`config.mk`:
```
export PLATFORM = sky130hd
export DESIGN_NAME = ialu_arith
export DESIGN_NICKNAME = d
export VERILOG_FILES = /design/src/rtl/ialu_pkg.sv /design/src/rtl/ialu_decode.sv /design/src/rtl/ialu_addsub.sv /design/src/rtl/ialu_cmp.sv /design/src/rtl/ialu_bytecmp.sv /design/src/rtl/ialu_arith.sv
export SDC_FILE = /design/constraint.sdc
export NUM_CORES = 1
export LEC_CHECK = 0
export BUFFER_PORTS_ARGS = -buffer_cell sky130_fd_sc_hd__buf_2
export CORE_AREA = 2 2 121 153
export CTS_CLUSTER_SIZE = 14
export DETAILED_ROUTE_END_ITERATION = 7
export DIE_AREA = 0 0 123 155
export PLACE_DENSITY = 0.88
export RECOVER_POWER = 25
export SETUP_SLACK_MARGIN = 0.5
export SLEW_MARGIN = 20
export SYNTH_ARGS = -nofsm -noshare
export SYNTH_HDL_FRONTEND = slang
export SYNTH_SLANG_ARGS = --single-unit
export TNS_END_PERCENT = 30
```
`constraint.sdc`:
```
create_clock -name clk -period 12.25 [get_ports clk]
set_clock_uncertainty 0.1 [all_clocks]
set_input_delay 3.0625 -clock clk [delete_from_list [all_inputs] [get_ports clk]]
set_output_delay 3.0625 -clock clk [all_outputs]
set_load 0.005 [all_outputs]
```
`src/rtl/ialu_pkg.sv`:
```
package ialu_pkg;

  localparam int FUNC_W = 7;

  typedef enum logic [1:0] {
    K_ADD  = 2'd0,
    K_SUB  = 2'd1,
    K_CMP  = 2'd2,
    K_BYTE = 2'd3
  } kind_e;

  typedef enum logic [2:0] {
    C_EQ  = 3'd0,
    C_SLE = 3'd1,
    C_SLT = 3'd2,
    C_ULE = 3'd3,
    C_ULT = 3'd4
  } cmp_e;

  typedef struct packed {
    kind_e      kind;
    cmp_e       cmp;
    logic       long_op;
    logic [1:0] shift;
    logic       trap;
    logic       illegal;
  } ctl_t;

endpackage

```
`src/rtl/ialu_decode.sv`:
```
module ialu_decode
  import ialu_pkg::*;
(
  input  logic [FUNC_W-1:0] func,
  output ctl_t              ctl
);

  always_comb begin
    ctl         = '0;
    ctl.kind    = K_ADD;
    ctl.cmp     = C_EQ;
    unique case (func)
      7'h00: ctl.long_op = 1'b1;
      7'h20: ;
      7'h40: begin ctl.long_op = 1'b1; ctl.trap = 1'b1; end
      7'h60: ctl.trap = 1'b1;
      7'h02: begin ctl.long_op = 1'b1; ctl.shift = 2'd2; end
      7'h12: begin ctl.long_op = 1'b1; ctl.shift = 2'd3; end
      7'h22: ctl.shift = 2'd2;
      7'h32: ctl.shift = 2'd3;
      7'h09: begin ctl.kind = K_SUB; ctl.long_op = 1'b1; end
      7'h29: ctl.kind = K_SUB;
      7'h49: begin ctl.kind = K_SUB; ctl.long_op = 1'b1; ctl.trap = 1'b1; end
      7'h69: begin ctl.kind = K_SUB; ctl.trap = 1'b1; end
      7'h0b: begin ctl.kind = K_SUB; ctl.long_op = 1'b1; ctl.shift = 2'd2; end
      7'h1b: begin ctl.kind = K_SUB; ctl.long_op = 1'b1; ctl.shift = 2'd3; end
      7'h2b: begin ctl.kind = K_SUB; ctl.shift = 2'd2; end
      7'h3b: begin ctl.kind = K_SUB; ctl.shift = 2'd3; end
      7'h2d: begin ctl.kind = K_CMP; ctl.cmp = C_EQ;  end
      7'h6d: begin ctl.kind = K_CMP; ctl.cmp = C_SLE; end
      7'h4d: begin ctl.kind = K_CMP; ctl.cmp = C_SLT; end
      7'h3d: begin ctl.kind = K_CMP; ctl.cmp = C_ULE; end
      7'h1d: begin ctl.kind = K_CMP; ctl.cmp = C_ULT; end
      7'h0f: ctl.kind = K_BYTE;
      default: ctl.illegal = 1'b1;
    endcase
  end

endmodule

```
`src/rtl/ialu_addsub.sv`:
```
module ialu_addsub #(
  parameter int DATA_W = 64
) (
  input  logic [DATA_W-1:0] a,
  input  logic [DATA_W-1:0] b,
  input  logic              sub,
  input  logic              long_op,
  input  logic [1:0]        shift,
  input  logic              trap,
  output logic [DATA_W-1:0] res,
  output logic              ovf
);

  localparam int LONG_W = DATA_W / 2;

  logic [DATA_W-1:0] a_scaled;
  logic [DATA_W-1:0] raw;
  logic              sa, sb, sr;

  always_comb begin
    a_scaled = a << shift;
    raw      = sub ? (a_scaled - b) : (a_scaled + b);
    if (long_op) begin
      res = {{(DATA_W-LONG_W){raw[LONG_W-1]}}, raw[LONG_W-1:0]};
      sa  = a_scaled[LONG_W-1];
      sb  = b[LONG_W-1];
      sr  = raw[LONG_W-1];
    end else begin
      res = raw;
      sa  = a_scaled[DATA_W-1];
      sb  = b[DATA_W-1];
      sr  = raw[DATA_W-1];
    end
    ovf = trap & (sub ? (sa != sb) : (sa == sb)) & (sr != sa);
  end

endmodule

```
`src/rtl/ialu_cmp.sv`:
```
module ialu_cmp
  import ialu_pkg::*;
#(
  parameter int DATA_W = 64
) (
  input  logic [DATA_W-1:0] a,
  input  logic [DATA_W-1:0] b,
  input  cmp_e              cmp,
  output logic [DATA_W-1:0] res
);

  logic hit;
  logic eq, slt, ult;

  always_comb begin
    eq  = (a == b);
    slt = ($signed(a) < $signed(b));
    ult = (a < b);
    unique case (cmp)
      C_EQ:    hit = eq;
      C_SLE:   hit = slt | eq;
      C_SLT:   hit = slt;
      C_ULE:   hit = ult | eq;
      C_ULT:   hit = ult;
      default: hit = 1'b0;
    endcase
    res = {{(DATA_W-1){1'b0}}, hit};
  end

endmodule

```
`src/rtl/ialu_bytecmp.sv`:
```
module ialu_bytecmp #(
  parameter int DATA_W = 64
) (
  input  logic [DATA_W-1:0] a,
  input  logic [DATA_W-1:0] b,
  output logic [DATA_W-1:0] res
);

  localparam int LANE_W = 8;
  localparam int LANES  = DATA_W / LANE_W;

  logic [LANES-1:0] mask;

  for (genvar i = 0; i < LANES; i++) begin : g_lane
    assign mask[i] = (a[i*LANE_W +: LANE_W] >= b[i*LANE_W +: LANE_W]);
  end

  assign res = {{(DATA_W-LANES){1'b0}}, mask};

endmodule

```
`src/rtl/ialu_arith.sv`:
```
module ialu_arith
  import ialu_pkg::*;
#(
  parameter int DATA_W = 64,
  parameter int LIT_W  = 8
) (
  input  logic                clk,
  input  logic                rst,
  input  logic [FUNC_W-1:0]   func_i,
  input  logic [DATA_W-1:0]   a_i,
  input  logic [DATA_W-1:0]   b_i,
  input  logic [LIT_W-1:0]    lit_i,
  input  logic                lit_sel_i,
  output logic [DATA_W-1:0]   result_o,
  output logic                ovf_o,
  output logic                illegal_o
);

  localparam int LONG_W = DATA_W / 2;
  localparam int LANES  = DATA_W / 8;

  ctl_t              ctl;
  logic [DATA_W-1:0] opb;
  logic [DATA_W-1:0] as_res, cmp_res, byte_res;
  logic              as_ovf;
  logic [DATA_W-1:0] nxt_res;
  logic              nxt_ovf;
  logic [DATA_W-1:0] res_q;
  logic              ovf_q, ill_q;

  assign opb = lit_sel_i ? {{(DATA_W-LIT_W){1'b0}}, lit_i} : b_i;

  ialu_decode u_dec (.func(func_i), .ctl(ctl));

  ialu_addsub #(.DATA_W(DATA_W)) u_as (
    .a(a_i), .b(opb), .sub(ctl.kind == K_SUB), .long_op(ctl.long_op),
    .shift(ctl.shift), .trap(ctl.trap), .res(as_res), .ovf(as_ovf)
  );

  ialu_cmp #(.DATA_W(DATA_W)) u_cmp (.a(a_i), .b(opb), .cmp(ctl.cmp), .res(cmp_res));

  ialu_bytecmp #(.DATA_W(DATA_W)) u_byte (.a(a_i), .b(opb), .res(byte_res));

  always_comb begin
    nxt_ovf = 1'b0;
    unique case (ctl.kind)
      K_ADD, K_SUB: begin nxt_res = as_res; nxt_ovf = as_ovf; end
      K_CMP:        nxt_res = cmp_res;
      K_BYTE:       nxt_res = byte_res;
      default:      nxt_res = '0;
    endcase
    if (ctl.illegal) begin
      nxt_res = '0;
      nxt_ovf = 1'b0;
    end
  end

  always_ff @(posedge clk) begin
    if (rst) begin
      res_q <= '0;
      ovf_q <= 1'b0;
      ill_q <= 1'b0;
    end else begin
      res_q <= nxt_res;
      ovf_q <= nxt_ovf;
      ill_q <= ctl.illegal;
    end
  end

  assign result_o  = res_q;
  assign ovf_o     = ovf_q;
  assign illegal_o = ill_q;

  a_r12_illegal_zero: assert property (@(posedge clk) disable iff (rst)
    ill_q |-> (res_q == '0) && !ovf_q);

  a_r8_no_overflow: assert property (@(posedge clk) disable iff (rst)
    ovf_q |-> $past(ctl.trap));

  a_r9_cmp_bool: assert property (@(posedge clk) disable iff (rst)
    $past(ctl.kind == K_CMP && !ctl.illegal) |-> (res_q[DATA_W-1:1] == '0));

  a_r10_mask_high_zero: assert property (@(posedge clk) disable iff (rst)
    $past(ctl.kind == K_BYTE && !ctl.illegal) |-> (res_q[DATA_W-1:LANES] == '0));

  a_r2_long_sext: assert property (@(posedge clk) disable iff (rst)
    $past(ctl.long_op && !ctl.illegal && ctl.kind != K_CMP && ctl.kind != K_BYTE)
      |-> (res_q[DATA_W-1:LONG_W-1] == '0 || res_q[DATA_W-1:LONG_W-1] == '1));

endmodule

```
==> reports/metrics.yaml, run 1 <==
num_rows: 55
hold_viol: 0
post_cts_buffers: 0
endpoint_kind: "flop"
cts_hold_buf: 0
syn_to_final_growth_pct: 12.6
grt_pass1_vias: 11500
peakVddDrop_mv: 0.0635
cts_tree: "yes"
synth.mux.area_fraction: 0.0692
grt_max_degree: 70
nets: 1953
portBuffers: 211
antenna_found_initial: 2
avgSynthCellArea_um2: 7.13
routed_via_density: 6.41
fin_ws_ps: 3270
grt_usage: 0.383
grt_pass1_wl_mm: 57.6
rsz0062_at_grt: "false"
synth_area_leaders: "ha_1, dfxtp_1, a21oi_1"
yosys_warnings: 0
cts.sinks: 66
dieHeight_um: 155
first_pass_iters: 5
final_common_cell: "a21oi_1"
vias: 12200
htreeDepth: 3
critPathKind: "in2reg"
finalCritPeriodShare: 0.733
dp_slack_ps: 2900
dr.first_iter.drc_count: 1128
fill_cells: 1600
setup_viol: 0
final_cell_mix: "a21oi_1, buf_2, nor2_1, ha_1, nand2_1"
finalWirelength_mm: 37.9
synth.top_cell.area_share: 0.155
yosysTopAreaCell: "ha_1"
grt-ovfl-total: 0
core_area_mm2: 0.0178
fin_util: 0.693
cts_resized: 0
final.min_clock_period_ps: 8980
holdCritPathClass: "in2reg"
synth_top_family_by_area: "compound AO/OA/AOI/OAI gates"
fin_setup_tns_ps: 0
syn_inst: 1531
postRouteAntennaNets: 0
synthAdderAreaFrac: 0.156
mappedNetlistArea_mm2: 0.0109
fmax_mhz: 111
tightest_slew_ps: 932
drc: 0
powerDensity_mw_per_mm2: 90.6
leakage_nw: 5.99
start_util: 0.615
async_flop_share: 0
synth_xor_area_frac: 0.0921
synth_compound_area_frac: 0.284
clockBufferDepth: 2
maxCapViolCount: 0
io_pins: 212
synth-edff-count: 0
postSynthRegisterBits: 66
wire_per_inst_um: 19.9
dp_hpwl_mm: 30.4
die_x_um: 123
die_area_mm2: 0.0191
yosys.area_share.simple: 0.224
critPathLaunchType: "primary input"
yosysSeqAreaShare: 0.121
required_ps: 12450
cts_made_buffers: 9
synth_flop_cell: "dfxtp_1"
worstPathArrival_ps: 9180
clock-root-buffer: "clkbuf_16"
drv_slew: 0
synth.distinct_cells: 93
place.gp.congestion: 1.05
clk_pin_slew_ps: 70
status: "finished, final reports clean"
critPathMaxFanout: 41
synthesis.nets: 1813
final_layout_size_suffix_gt1_frac: 0.162
power_mw: 1.11
relSlewSlack: 0.371
-- final cells by class --
class	instances	area [µm²]	share of cell area
well taps	228	285	0.0232
repair buffers	220	1120	0.0909
clock buffers	10	239	0.0194
diodes	2	5.00	0.000407
flip-flops and latches	66	1320	0.107
clock inverters	6	90.1	0.00733
multi-input cells	1321	9040	0.735
inverters	53	199	0.0162
-- metrics by stage --
stage | cells | instance area (µm²) | hold slack [ps]
2_1_floorplan | 1531 | 10900 | 3030
4_1_cts | 1904 | 12300 | 2810
3_5_place_dp | 1888 | 12000 | 3170
5_1_grt | 1904 | 12300 | 2820
6_report | 1906 | 12300 | 2810
3_3_place_gp | 1888 | 12000 | 3170
-- where the power goes --
| part | switching (mW) | internal [mW] |
|---|---|---|
| registers | 0.00254 | 0.225 |
| logic | 0.357 | 0.228 |
| clock network | 0.116 | 0.184 |
-- state kept, by name, summed over array words and instances (netlist names) --
name	cells
ovf_o	1
illegal_o	1
result_o	64
-- worst paths after layout --
check	depth (start not counted)	slack, ps	to	startpoint
worst max-delay path	20	3270	ovf_o	lit_sel_i
worst min-delay path	2	2810	illegal_o	rst
-- Yosys cell counts, drive strengths merged, types with 6 or more instances --
cell type  instances
a211oi             8
a21o              72
a21oi            208
a31oi             23
and2               7
and3              13
buf               24
clkbuf            67
dfxtp             66
ha               135
inv               53
mux2i             72
nand2            129
nand2b            16
nand3             32
nand4             30
nor2             177
nor2b             20
nor3              28
nor4              16
o211ai             8
o21a              11
o21ai             91
o21bai            16
o31ai             10
or3                6
xnor2             62
xor2              52
-- cells by family (layout without fill, tap and decap cells) --
| group | after synthesis | count (layout) |
|---|---|---|
| multiplexers | 74 | 74 |
| other | 0 | 2 |
| buffers and inverters | 144 | 289 |
| AO/OA/AOI/OAI | 495 | 495 |
| XOR/XNOR | 114 | 114 |
| adder cells (fa/ha/maj) | 136 | 136 |
| flip-flops | 66 | 66 |
| AND/OR/NAND/NOR | 502 | 502 |
-- layer usage --
layer	routed length, µm	GRT usage	vias up
met5	0	0	-
li1	-	-	5822
met2	18700	0.676	637
met3	2640	0.0495	146
met1	14300	0.430	5614
met4	2330	0.236	0
-- critical path, cell delays in order --
cell and delay, ps:
buf_2 710, mux2i_1 370, ha_1 270, o211ai_2 160, or3_4 430, or3b_4 450, nor2_4 220, nand2_1 110
a21oi_1 340, a21oi_1 140, xnor2_1 170, ha_1 410, a2111oi_0 580, nor4_1 110, o21ai_0 180, nand3_1 180
a21boi_1 310, mux2_2 390, a2111oi_2 330, o2111a_1 220
Note: power is estimated with default switching activity, not from simulation.
==> inputs of run 2 (changes only) <==
--- a/config.mk
+++ b/config.mk
@@ -6,11 +6,11 @@
 export NUM_CORES = 1
 export LEC_CHECK = 0
 export BUFFER_PORTS_ARGS = -buffer_cell sky130_fd_sc_hd__buf_2
-export CORE_AREA = 2 2 121 153
+export CORE_AREA = 2 2 132 166
 export CTS_CLUSTER_SIZE = 14
 export DETAILED_ROUTE_END_ITERATION = 7
-export DIE_AREA = 0 0 123 155
-export PLACE_DENSITY = 0.88
+export DIE_AREA = 0 0 134 168
+export PLACE_DENSITY = 0.79
 export RECOVER_POWER = 25
 export SETUP_SLACK_MARGIN = 0.5
 export SLEW_MARGIN = 20
==> constraint.sdc (replaced) <==
create_clock -name clk -period 7.8 [get_ports clk]
set_clock_uncertainty 0.1 [all_clocks]
set_input_delay 1.95 -clock clk [delete_from_list [all_inputs] [get_ports clk]]
set_output_delay 1.95 -clock clk [all_outputs]
set_load 0.005 [all_outputs]
==> run 2 against run 1 <==
  * Critical path depth unchanged
  * Final cell count is 3.4% higher
  * Combinational power up 59%
  * Clock power up 46%
  * Setup slack worse by 2500 ps
  * Non-clock buffer count up 14
  * Via count down 1.3%
  * Total power rose by 55%
  * Highest routed layer is now met5
==> reports/metrics.yaml, run 2 (synthesis results as in run 1) <==
core_area_mm2: 0.0211  # was 0.0178 mm²
clk_pin_slew_ps: 70  # about the same
drc: 0  # unchanged
place.gp.congestion: 1.03  # was 1.05
dieHeight_um: 168  # was 155 µm
status: "finished, final reports clean"  # unchanged
vias: 12100  # was 12200
hold_viol: 0  # unchanged
grt_max_degree: 83  # was 70
fin_setup_tns_ps: 0  # unchanged
final_layout_size_suffix_gt1_frac: 0.173  # was 0.162
syn_to_final_growth_pct: 14.5  # was 12.6%
num_rows: 60  # was 55
critPathLaunchType: "primary input"  # unchanged
maxCapViolCount: 0  # unchanged
required_ps: 7990  # was 12450 ps
relSlewSlack: 0.479  # was 0.371
wire_per_inst_um: 19.6  # was 19.9 µm
dpl_cell_area_mm2: 0.0122  # was 0.0120 mm²
final_cells: 1971  # was 1906
postRouteAntennaNets: 0  # unchanged
holdCritPathClass: "in2reg"  # unchanged
largest_reg_flops: 64  # unchanged
antenna_found_initial: 3  # was 2
final.min_clock_period_ps: 7060
die_area_mm2: 0.0225  # was 0.0191 mm²
critPathKind: "in2reg"  # unchanged
drv_slew: 0  # unchanged
nets: 1967  # was 1953
grt-ovfl-total: 0  # unchanged
fin_util: 0.593  # was 0.693
htreeDepth: 3  # unchanged
routed_via_density: 6.12  # was 6.41
fin_area_mm2: 0.0125  # was 0.0123 mm²
grt_usage: 0.332  # was 0.383
fmax_mhz: 142
clockBufferDepth: 2  # unchanged
peakVddDrop_mv: 0.100  # was 0.0635 mV
worstSetupEndpoint: "ovf_o"  # unchanged
start_util: 0.518  # was 0.615
final_cell_mix: "a21oi_1, buf_2, nor2_1, ha_1, nand2_1"  # unchanged
dr.first_iter.drc_count: 853  # was 1128
timing.hold.ws_ps: 1690  # was 2810 ps
rsz0062_at_grt: "false"  # unchanged
finalCritPeriodShare: 0.905
portBuffers: 211  # unchanged
die_x_um: 134  # was 123 µm
worstPathArrival_ps: 7250  # was 9180 ps
cts_tree: "yes"  # unchanged
io_pins: 212  # unchanged
cts.sinks: 66  # unchanged
critPathMaxFanout: 9  # was 41
tightest_slew_ps: 781  # was 932 ps
leakage_nw: 6.07  # was 5.99 nW
place_inst: 1953  # was 1888
cts_hold_buf: 0  # unchanged
first_pass_iters: 7  # was 5
cts_made_buffers: 9  # unchanged
clock-root-buffer: "clkbuf_16"  # unchanged
endpoint_kind: "flop"  # unchanged
setup_viol: 0  # unchanged
setup.worst_path.start: "lit_sel_i"  # unchanged
grt_pass1_vias: 11500  # about the same
final_common_cell: "a21oi_1"  # unchanged
dp_hpwl_mm: 31.5  # was 30.4 mm
grt_pass1_wl_mm: 59.6  # was 57.6 mm
powerDensity_mw_per_mm2: 138  # was 90.6 mW/mm²
finalWirelength_mm: 38.7  # was 37.9 mm
## run 2: worst min-delay path by stage
stage,start,endpoint,slack [ps],cells after the start
2_1_floorplan,rst,illegal_o,1920,1
3_3_place_gp,rst,illegal_o,2060,2
3_5_place_dp,rst,illegal_o,2060,2
4_1_cts,rst,illegal_o,1690,2
5_1_grt,rst,illegal_o,1700,2
6_report,rst,illegal_o,1690,2
## run 2: layer usage
layer / vias to the layer above / global-route usage / part of all wire
li1: 5846 / - / -
met1: 5502 / 0.386 / 0.38
met2: 583 / 0.584 / 0.49
met4: 2 / 0.189 / 0.060
met5: - / 0 / 0.00031
met3: 132 / 0.0428 / 0.066
## run 2: area by class of cell
cell class | count | area [µm²]
Sequential cell | 66 | 1320
Fill cell | 2018 | 8590
Tap cell | 279 | 349
Inverter | 53 | 199
Multi-Input combinational cell | 1321 | 9080
Antenna cell | 2 | 5.00
Clock buffer | 10 | 239
Timing Repair Buffer | 234 | 1250
Clock inverter | 6 | 65.1
## run 2: power by group
group	switching [mW]	internal, mW
Combinational	0.562	0.368
Sequential	0.00365	0.354
Clock	0.181	0.257
## run 2: repair_timing
action / CTS / global route
setup buffers: 0 / 0
setup endpoints to repair: 0 / 3
gates resized for setup: 0 / 8
## run 2: stage by stage
stage,power [mW],setup slack (ps)
2_1_floorplan,1.00,508
3_3_place_gp,1.26,486
3_5_place_dp,1.27,361
4_1_cts,1.71,699
5_1_grt,1.83,521
6_report,1.73,738
## run 2: worst max-delay path, cell delays in order
cell       delay (ps)
buf_2             220
mux2i_2           330
ha_1              250
o211ai_2          150
or3_4             430
or3b_4            440
nor2_4            210
a21oi_1           120
xor2_1            170
ha_1              480
nand3_1           200
nor4_2            410
nand3b_1          180
o32ai_4           330
o211ai_1          180
nand3_1           230
a21boi_2          110
mux2_2            310
a2111oi_2         330
o2111a_1          230
